**src/rtl/blk_guard_pkg.sv**
```systemverilog
// Package: shared request encoding for the block protection manager.
// Assumes: the op code is a 2-bit field decoded upstream.
package blk_guard_pkg;

    typedef enum logic [1:0] {
        OP_NONE   = 2'b00,
        OP_LOCK   = 2'b01,
        OP_UNLOCK = 2'b10,
        OP_LDOWN  = 2'b11
    } guard_op_t;

endpackage

```
**src/rtl/blk_guard_sel.sv**
```systemverilog
// Module: blk_guard_sel
// Turns a request strobe and block index into a one-hot write select.
// Assumes: indices at or above N_BLK select no block.
module blk_guard_sel #(
    parameter int N_BLK = 71,
    parameter int IDX_W = 7
) (
    input  logic             req_valid,
    input  logic [IDX_W-1:0] req_idx,
    output logic [N_BLK-1:0] sel
);

    // One comparator per block: that block's write select.
    for (genvar i = 0; i < N_BLK; i++) begin : g_cmp
        assign sel[i] = req_valid && (req_idx == IDX_W'(i));
    end

    // At most one block is addressed; invalid indices address none.
    always_comb begin
        a_r12_sel_onehot: assert ($onehot0(sel));
        if (int'(req_idx) >= N_BLK)
            a_r11_invalid_no_sel: assert (sel == '0);
    end

endmodule

```
**src/rtl/blk_guard_cell.sv**
```systemverilog
// Module: blk_guard_cell
// Protection state for one erase block: lock bit and lock-down bit.
// Assumes: wr_en is already qualified by index match and strobe.
module blk_guard_cell
    import blk_guard_pkg::*;
(
    input  logic      clk,
    input  logic      rst_n,
    input  logic      wr_en,
    input  guard_op_t op,
    input  logic      wp_level,
    output logic      lock_q,
    output logic      ld_q
);

    // State update: reset to locked, apply request, then re-lock enforced blocks.
    always_ff @(posedge clk) begin
        if (!rst_n) begin
            lock_q <= 1'b1;
            ld_q   <= 1'b0;
        end else begin
            if (wr_en) begin
                unique case (op)
                    OP_LOCK:   lock_q <= 1'b1;
                    OP_UNLOCK: if (!ld_q || wp_level) lock_q <= 1'b0;
                    OP_LDOWN: begin
                        lock_q <= 1'b1;
                        ld_q   <= 1'b1;
                    end
                    default: ;
                endcase
            end
            if (ld_q && !wp_level)
                lock_q <= 1'b1;
        end
    end

    // lock-down never clears outside reset.
    a_r4_ld_sticky: assert property (@(posedge clk) disable iff (!rst_n)
        ld_q |=> ld_q);

    // lock-down request sets both bits.
    a_r3_ldown_sets: assert property (@(posedge clk) disable iff (!rst_n)
        (wr_en && op == OP_LDOWN) |=> (ld_q && lock_q));

    // lock request sets the lock bit.
    a_r2_lock_sets: assert property (@(posedge clk) disable iff (!rst_n)
        (wr_en && op == OP_LOCK) |=> lock_q);

    // enforced lock-down leaves the stored lock bit set.
    a_r5_enforced: assert property (@(posedge clk) disable iff (!rst_n)
        (ld_q && !wp_level) |=> lock_q);

endmodule

```
**src/rtl/blk_guard_view.sv**
```systemverilog
// Module: blk_guard_view
// Selects one block's state and forms its status word and permit.
// Assumes: lock-down enforcement by a low write-protect level is shown
// without delay, so a falling level protects blocks in the same cycle.
module blk_guard_view #(
    parameter int N_BLK  = 71,
    parameter int IDX_W  = 7,
    parameter int STAT_W = 16
) (
    input  logic [N_BLK-1:0]  lock_q,
    input  logic [N_BLK-1:0]  ld_q,
    input  logic              wp_level,
    input  logic              vpp_lockout,
    input  logic [IDX_W-1:0]  qry_idx,
    output logic [STAT_W-1:0] stat_word,
    output logic              pe_ok
);

    logic [N_BLK-1:0] lock_eff;
    logic             hit, lk, ld;

    // Reported lock per block: stored bit, or forced by enforced lock-down.
    for (genvar i = 0; i < N_BLK; i++) begin : g_eff
        assign lock_eff[i] = lock_q[i] | (ld_q[i] & ~wp_level);
    end

    // Pick the queried block; an invalid index hits nothing.
    always_comb begin
        hit = 1'b0;
        lk  = 1'b0;
        ld  = 1'b0;
        for (int i = 0; i < N_BLK; i++) begin
            if (qry_idx == IDX_W'(i)) begin
                hit = 1'b1;
                lk  = lock_eff[i];
                ld  = ld_q[i];
            end
        end
    end

    // Status packing and permit decision.
    always_comb begin
        stat_word    = '0;
        stat_word[0] = hit & lk;
        stat_word[1] = hit & ld;
        pe_ok        = hit & ~lk & ~vpp_lockout;
    end

endmodule

```
**src/rtl/blk_guard.sv**
```systemverilog
// Module: blk_guard (top)
// Per-block protection manager for a boot-block flash array of
// N_PARAM parameter blocks plus N_MAIN main blocks.
// Assumes: requests are decoded upstream and strobed for one cycle;
// the lockout flag is a clean digital level.
module blk_guard
    import blk_guard_pkg::*;
#(
    parameter int N_PARAM = 8,
    parameter int N_MAIN  = 63,
    parameter int IDX_W   = 7,
    parameter int STAT_W  = 16
) (
    input  logic              clk,
    input  logic              rst_n,
    input  logic              req_valid,
    input  logic [1:0]        req_op,
    input  logic [IDX_W-1:0]  req_idx,
    input  logic              wp_level,
    input  logic              vpp_lockout,
    input  logic [IDX_W-1:0]  qry_idx,
    output logic [STAT_W-1:0] stat_word,
    output logic              pe_ok
);

    localparam int N_BLK = N_PARAM + N_MAIN;

    logic [N_BLK-1:0] sel;
    logic [N_BLK-1:0] lock_q;
    logic [N_BLK-1:0] ld_q;
    guard_op_t        op;

    // Request code to the typed op.
    assign op = guard_op_t'(req_op);

    blk_guard_sel #(.N_BLK(N_BLK), .IDX_W(IDX_W)) u_sel (
        .req_valid (req_valid),
        .req_idx   (req_idx),
        .sel       (sel)
    );

    // One state cell per erase block.
    for (genvar i = 0; i < N_BLK; i++) begin : g_blk
        blk_guard_cell u_cell (
            .clk      (clk),
            .rst_n    (rst_n),
            .wr_en    (sel[i]),
            .op       (op),
            .wp_level (wp_level),
            .lock_q   (lock_q[i]),
            .ld_q     (ld_q[i])
        );
    end

    blk_guard_view #(.N_BLK(N_BLK), .IDX_W(IDX_W), .STAT_W(STAT_W)) u_view (
        .lock_q      (lock_q),
        .ld_q        (ld_q),
        .wp_level    (wp_level),
        .vpp_lockout (vpp_lockout),
        .qry_idx     (qry_idx),
        .stat_word   (stat_word),
        .pe_ok       (pe_ok)
    );

    // lockout refuses program/erase everywhere.
    a_r9_lockout: assert property (@(posedge clk) disable iff (!rst_n)
        vpp_lockout |-> !pe_ok);

    // permit only on an unlocked block.
    a_r8_permit_unlocked: assert property (@(posedge clk) disable iff (!rst_n)
        pe_ok |-> !stat_word[0]);

    // only the two low status bits may be set.
    a_r10_upper_zero: assert property (@(posedge clk) disable iff (!rst_n)
        stat_word[STAT_W-1:2] == '0);

    // invalid query reports nothing.
    a_r11_invalid_query: assert property (@(posedge clk) disable iff (!rst_n)
        (int'(qry_idx) >= N_BLK) |-> (stat_word == '0 && !pe_ok));

    // enforced lock-down always reports locked.
    a_r7_wp_low_locked: assert property (@(posedge clk) disable iff (!rst_n)
        (stat_word[1] && !wp_level) |-> stat_word[0]);

endmodule

```
**config.mk**
```make
export PLATFORM = sky130hd
export DESIGN_NAME = blk_guard
export DESIGN_NICKNAME = d
export VERILOG_FILES = /design/src/rtl/blk_guard_pkg.sv /design/src/rtl/blk_guard_sel.sv /design/src/rtl/blk_guard_cell.sv /design/src/rtl/blk_guard_view.sv /design/src/rtl/blk_guard.sv
export SDC_FILE = /design/constraint.sdc
export NUM_CORES = 1
export LEC_CHECK = 0
export BUFFER_PORTS_ARGS = -buffer_cell sky130_fd_sc_hd__buf_2
export CORE_ASPECT_RATIO = 0.5
export CORE_MARGIN = 3
export CORE_UTILIZATION = 50
export CTS_CLUSTER_DIAMETER = 50
export DETAILED_ROUTE_END_ITERATION = 6
export PLACE_DENSITY = 0.67
export SLEW_MARGIN = 20
export SYNTH_ARGS = -nofsm -noshare
export SYNTH_HDL_FRONTEND = slang
export SYNTH_SLANG_ARGS = --single-unit
```
**constraint.sdc**
```tcl
create_clock -name clk -period 2.1 [get_ports clk]
set_input_delay 0.105 -clock clk [delete_from_list [all_inputs] [get_ports clk]]
set_output_delay 0.105 -clock clk [all_outputs]
set_load 0.005 [all_outputs]
```
Word level (Yosys, flattened, before mapping)
Index checks and enable logic that the tools add are counted.

Reduce and logical (&&, ||, !) cells: 502. Order comparisons: 0. Multipliers: 0. $add $sub $neg: 0. Mux-type cells: 355. Bitwise gates (word level): 150. Equality and inequality tests: 214. Divide/modulo/power cells: 0. Shift operators: 0.

Operator list (number): $eq 7x6->1 const B (64); $mux 1 (284); $eq 7x5->1 const B (32); $reduce_and 3->1 (71); $reduce_or 2->1 (72); $logic_and 1x1->1 (142); $ne 2x1->1 const B (71); $pmux 1 s2 (71); $reduce_and 2->1 (71); $eq 7x4->1 const B (16); $eq 7x7->1 const B (14); $and 1x1->1 (75); $logic_not 1->1 (72); $logic_or 1x1->1 (71); $or 1x1->1 (71); $eq 7x3->1 const B (8); $eq 7x2->1 const B (4); $eq 7x1->1 const B (2); $logic_not 7->1 (2); $eq 2x2->1 const B (2); $not 1->1 (4); $eq 2x1->1 const B (1); $reduce_bool 2->1 (1).

Input port bits: 21. Bits in latches: 0. RAM bits: 0. Flip-flop bits (word level): 142. Memories kept: 0. Bits in read-only memories: 0. Output and inout bits: 17. Word-level logic and storage cells: 1363.

Longest topological paths before layout
Word-level depth: 77. Depth in mapped cells: 11.

By module
From an unflattened synthesis, not the netlist that was laid out.

Cell total of the unflattened synthesis: 1100. Area, all modules: 8947.3 µm².

By module, submodules not included: blk_guard_cell (area each 78.8 µm², times used 71, cells an instance 8); blk_guard_view (area each 2670.1 µm², times used 1, cells an instance 413); blk_guard_sel (area each 680.7 µm², times used 1, cells an instance 119).

Least setup slack after synthesis
No wires, ideal clock.

Kind: in2out. Start: input qry_idx[2]. End: output pe_ok. Cell stages on the path: 9. Required time: 1.995 ns. Arrival time: 1.829 ns. Path slack: 0.166 ns. Path through: buf_2 > or2_1 > buf_2 > nor4_2 > o31ai_1 > a2111oi_1 > nor2_1 > o221ai_2 > a41o_1.

Cells in the longest elaborated chain, start to end: 75. Elaborated cells between the ends (all ways): 216.

Ends and longest elaborated chain: start: declaration (line blk_guard.sv:21) `input logic [IDX_W-1:0] qry_idx,`; $logic_not 7->1 (line blk_guard_view.sv:33) `if (qry_idx == IDX_W'(i)) begin`; $mux 1 (71 in series) (line blk_guard_view.sv:33); $not 1->1 (line blk_guard_view.sv:46) `pe_ok = hit & ~lk & ~vpp_lockout;`; $and 1x1->1 * (2 in series) (line blk_guard_view.sv:46); end: declaration (line blk_guard.sv:23) `output logic pe_ok`.

Every way passes the cells marked *; elsewhere a longest branch is shown, timed or not.

Worst setup path after layout
Start: register g_blk[57].u_cell.ld_q. End: output pe_ok.

Cells in the longest elaborated chain, start to end: 19.

Ends and longest elaborated chain: start: declaration (line blk_guard_cell.sv:13) `output logic ld_q`; start signal: assignment (line blk_guard_cell.sv:20) `ld_q <= 1'b0;`; start signal: assignment (line blk_guard_cell.sv:28) `ld_q <= 1'b1;`; $and 1x1->1 (line blk_guard_view.sv:24) `assign lock_eff[i] = lock_q[i] | (ld_q[i] & ~wp_level);`; $or 1x1->1 (line blk_guard_view.sv:24); $mux 1 (14 in series) (line blk_guard_view.sv:33); $not 1->1 (line blk_guard_view.sv:46); $and 1x1->1 (2 in series) (line blk_guard_view.sv:46).

No other way between the ends.

==> impl_results.md <==
- Max Fclk: roughly 0.38 GHz
- Core region area: roughly 15000 sq um
- Most common cell after layout, fill and taps aside: buf_4
- Synth Area in Simple Gates: approximately 30%
- PD cells: roughly 630 nW/um^2
- Core Util, Final: 69.4%
- CTS tree: yes
- Top Ports: 38
- Clock H-tree levels: 4
- Worst path slowest cell: dfxtp_1
- Final #Nets: around 1200
- CP Launch Type: flip-flop
- Period utilization: 126%
- CP endpoint kind: primary output
- Avg Inst Size Synth: 7.81 sq um
- I/O Buffers: 23
- Number of remaining DRC errors: 40
- Hold-fix buffers at CTS: 0
- Outcome: finished, violations left
- Async SR Flop Fraction: 0%
- First-pass GRT wire length: 55300 um
- Multi-input logic area: around 4900 sq um
- Antenna violations before repair: 2
- Internal Pwr Total: 4650 uW
- Failing checks: DRC, setup timing
- Psw: approximately 1900 uW
- Sequential power share: 41.3%
- GR Overflow Total: 0
- # setup viols final: 3
- RSZ-0062 raised after global routing: true
- Final hold vios: 0
- Clock sink total: about 140
- Reg2reg setup slack: roughly 1.1 ns
- Mapped Area: a little under 8000 sq um
- Worst-path clk slew: about 0.07 ns
- Period minus WS final: 2.64 ns
- Die extent in x: around 180 um
- Sw Ratio: just under 30%
- Synth unique cells: 66
- Placement Rows: 31
- Initial Util: between 50% and 60%
- Worst R2R End: g_blk[53].u_cell.lock_q
- Clk pwr share: between 40 and 50%
- Worst path cell trace: nor2b_1 -> o21ai_1 -> a21o_1 -> o31a_1 -> o21ai_1 -> o211ai_1 -> and3_1 -> a41o_1 -> buf_2
- Register area: around 2900 sq um
- FF+latch count, synth: between 100 and 150
- GP Congestion: approximately 1.1
- Met1 GRT Util: just under 60%
- Worst setup margin: -0.544 ns
- Layout Skew: roughly 0.007 ns
- CP bufs+invs: 1
- Slew Limit Fails: 0
- GR peak layer: met1
- CP arrival: around 2.5 ns
- HP Class: in2reg
- Post-synthesis mux area share: ~2%
- Max-slew headroom: between 40% and 50%
- Most used DFF post-synth: dfxtp_1
- Critical path peak fanout: 3
- Most frequent cells in the layout: 197 x buf_4, 129 x dfxtp_1, 111 x nor2b_1
- CP peak stage delay: between 0.3 and 0.4 ns
- Final WL: 38200 um
- Combinational power share: 13.2%
- Number of clock buffers inserted by TritonCTS: 17
- R2R cell count: 2
- Proportion of layout cells with a drive suffix above 1: 26.6%
- Met3 global-route usage: about a quarter
- Total number of vias: ~9600
- HPWL after DPL: ~29000 um
- Cell count after synthesis: about 1000
- Leakage: 0.00376 uW
- Hold Path Stages: 4
- Die footprint: approximately 17000 sq um
- Hold Path Sink: g_blk[26].u_cell.lock_q
- Largest family of logic cells by synthesized area: simple AND/OR/NAND/NOR gates
- Pre-antenna DRT Iters: 7
- Root Driver: clkbuf_16
- Initial drt markers: between 1500 and 2000
- Skew-Pair Late Insertion Delay: 0.43 ns
- Met2 Resource Use GR: a little under three fifths
- Avg WL per Cell: 27.5 um
- Number of flops mapped to enable cells by yosys: 0
- Peak VDD IR: 0.000626 V
- Pin count of the biggest net entering global routing: 76
- Min-Delay Startpoint: req_op[1]
- Vias in the first global route: 8717
- Clock buffer depth: 2
- Worst path top cell family by delay: compound AO/OA/AOI/OAI gates
- Startpoint of the worst-slack reg-to-reg timing path: g_blk[53].u_cell.ld_q
- Number of synthesis warnings: 0
- Cell mode on critical path: o21ai_1
- Critical path required time: 2.00 ns
- Area Overhead vs Synth: 31.2%
- Die height: between 90 and 100 um
- Fill cells: approximately 1200
- Tot GR Track Use: between 40% and 50%
- Crit path kind: reg2out
- ANT nets after route: 0
- Worst-margin pin slew: slightly below 0.8 ns
- Synth Area in Adders: 0%
- Final hold slack: around 0.14 ns
- # Max-Cap Violations: 0
- Compound-gate portion of the synthesized area: 26.6%
- Setup WS pre-CTS: -0.471 ns
- Vias per std cell: a little under 7
- Seq/Total Area, Yosys: a little over a third
- XOR/XNOR Fraction of Synth Area: 0%
## power by group through the flow
stage	clock [uW]	sequential (uW)	combinational, uW
floorplan	0	2760	377
finish	2970	2700	864
global route	3070	2700	881
global placement	0	2760	764
CTS	2950	2700	793
detailed placement	0	2760	765
## per-stage QoR
| stage | setup TNS (ns) | instances | instance area, sq um | power [uW] |
|---|---|---|---|---|
| 6_report | -1.37 | 1388 | 10400 | 6530 |
| 2_1_floorplan | 0 | 1024 | 7950 | 3140 |
| 5_1_grt | -1.42 | 1387 | 10400 | 6640 |
| 3_5_place_dp | -1.30 | 1355 | 9500 | 3530 |
| 3_3_place_gp | -1.45 | 1355 | 9500 | 3520 |
| 4_1_cts | -0.955 | 1386 | 10200 | 6440 |
## logic make-up after synthesis
| kind of cell | after synthesis |
|---|---|
| AOI/OAI and AO/OA | 339 |
| buffers and inverters | 95 |
| DFF | 142 |
| muxes | 14 |
| other | 1 |
| and+or+nand+nor | 420 |
## cell type report
type	count	area share [%]
clock inverter	15	1.32
inverter	5	0.181
timing repair buffer	223	16.5
sequential	142	27.7
clock buffer	17	4.11
antenna	1	0.0242
multi-input combinational	787	47.8
tap	198	2.39
## per-layer routing
layer	share of wire, %	vias up	wire (um)
met5	0.27	-	105
met2	37	868	14100
met4	2.4	4	916
li1	-	4061	-
met1	41	4585	15700
met3	19	104	7400
## worst max-delay path by stage
stage	start	end	slack [ns]	cells after the start
2_1_floorplan	qry_idx[2]	pe_ok	0.17	9
3_3_place_gp	qry_idx[1]	stat_word[1]	-0.49	11
3_5_place_dp	qry_idx[2]	pe_ok	-0.47	11
4_1_cts	g_blk[20].u_cell.lock_q	pe_ok	-0.43	9
5_1_grt	g_blk[18].u_cell.ld_q	pe_ok	-0.58	10
6_report	g_blk[57].u_cell.ld_q	pe_ok	-0.54	9
## repair_timing
action / in CTS / in global routing
setup endpoints to repair: 3 / 3
gates resized for setup: 44 / 36
hold endpoints to repair: 0 / 0
setup buffers: 0 / 2
pin swaps: 13 / 13
## registers in the layout, indices dropped and copies added, names as in the netlist
register	cells
g_blk.u_cell.lock_q	71
g_blk.u_cell.ld_q	71
## cell usage after synthesis, types with 9 or more instances
| cell | n | area share, % |
|---|---|---|
| nand2_1 | 69 | 3.3 |
| a31oi_1 | 9 | 0.71 |
| buf_2 | 11 | 0.70 |
| o21ai_0 | 106 | 6.7 |
| nor3_1 | 24 | 1.5 |
| nor2_1 | 52 | 2.5 |
| a22oi_1 | 9 | 0.86 |
| mux2i_1 | 11 | 1.4 |
| nor2b_1 | 118 | 9.3 |
| dfxtp_1 | 142 | 36 |
| nand4b_1 | 38 | 4.2 |
| buf_4 | 16 | 1.5 |
| nand3_1 | 67 | 4.2 |
| o21a_1 | 17 | 1.6 |
| clkbuf_1 | 56 | 2.7 |
| o211ai_1 | 19 | 1.8 |
| o2111ai_1 | 28 | 3.1 |
| nor4_1 | 10 | 0.79 |
| a21oi_1 | 96 | 6.1 |
| nand2b_1 | 12 | 0.95 |
## worst min-delay path: stages
cell,delay [ns]
buf_2,0.19
nand3_1,0.11
nand2_1,0.05
nand4b_1,0.08
Power figures use the tool's default switching activity.
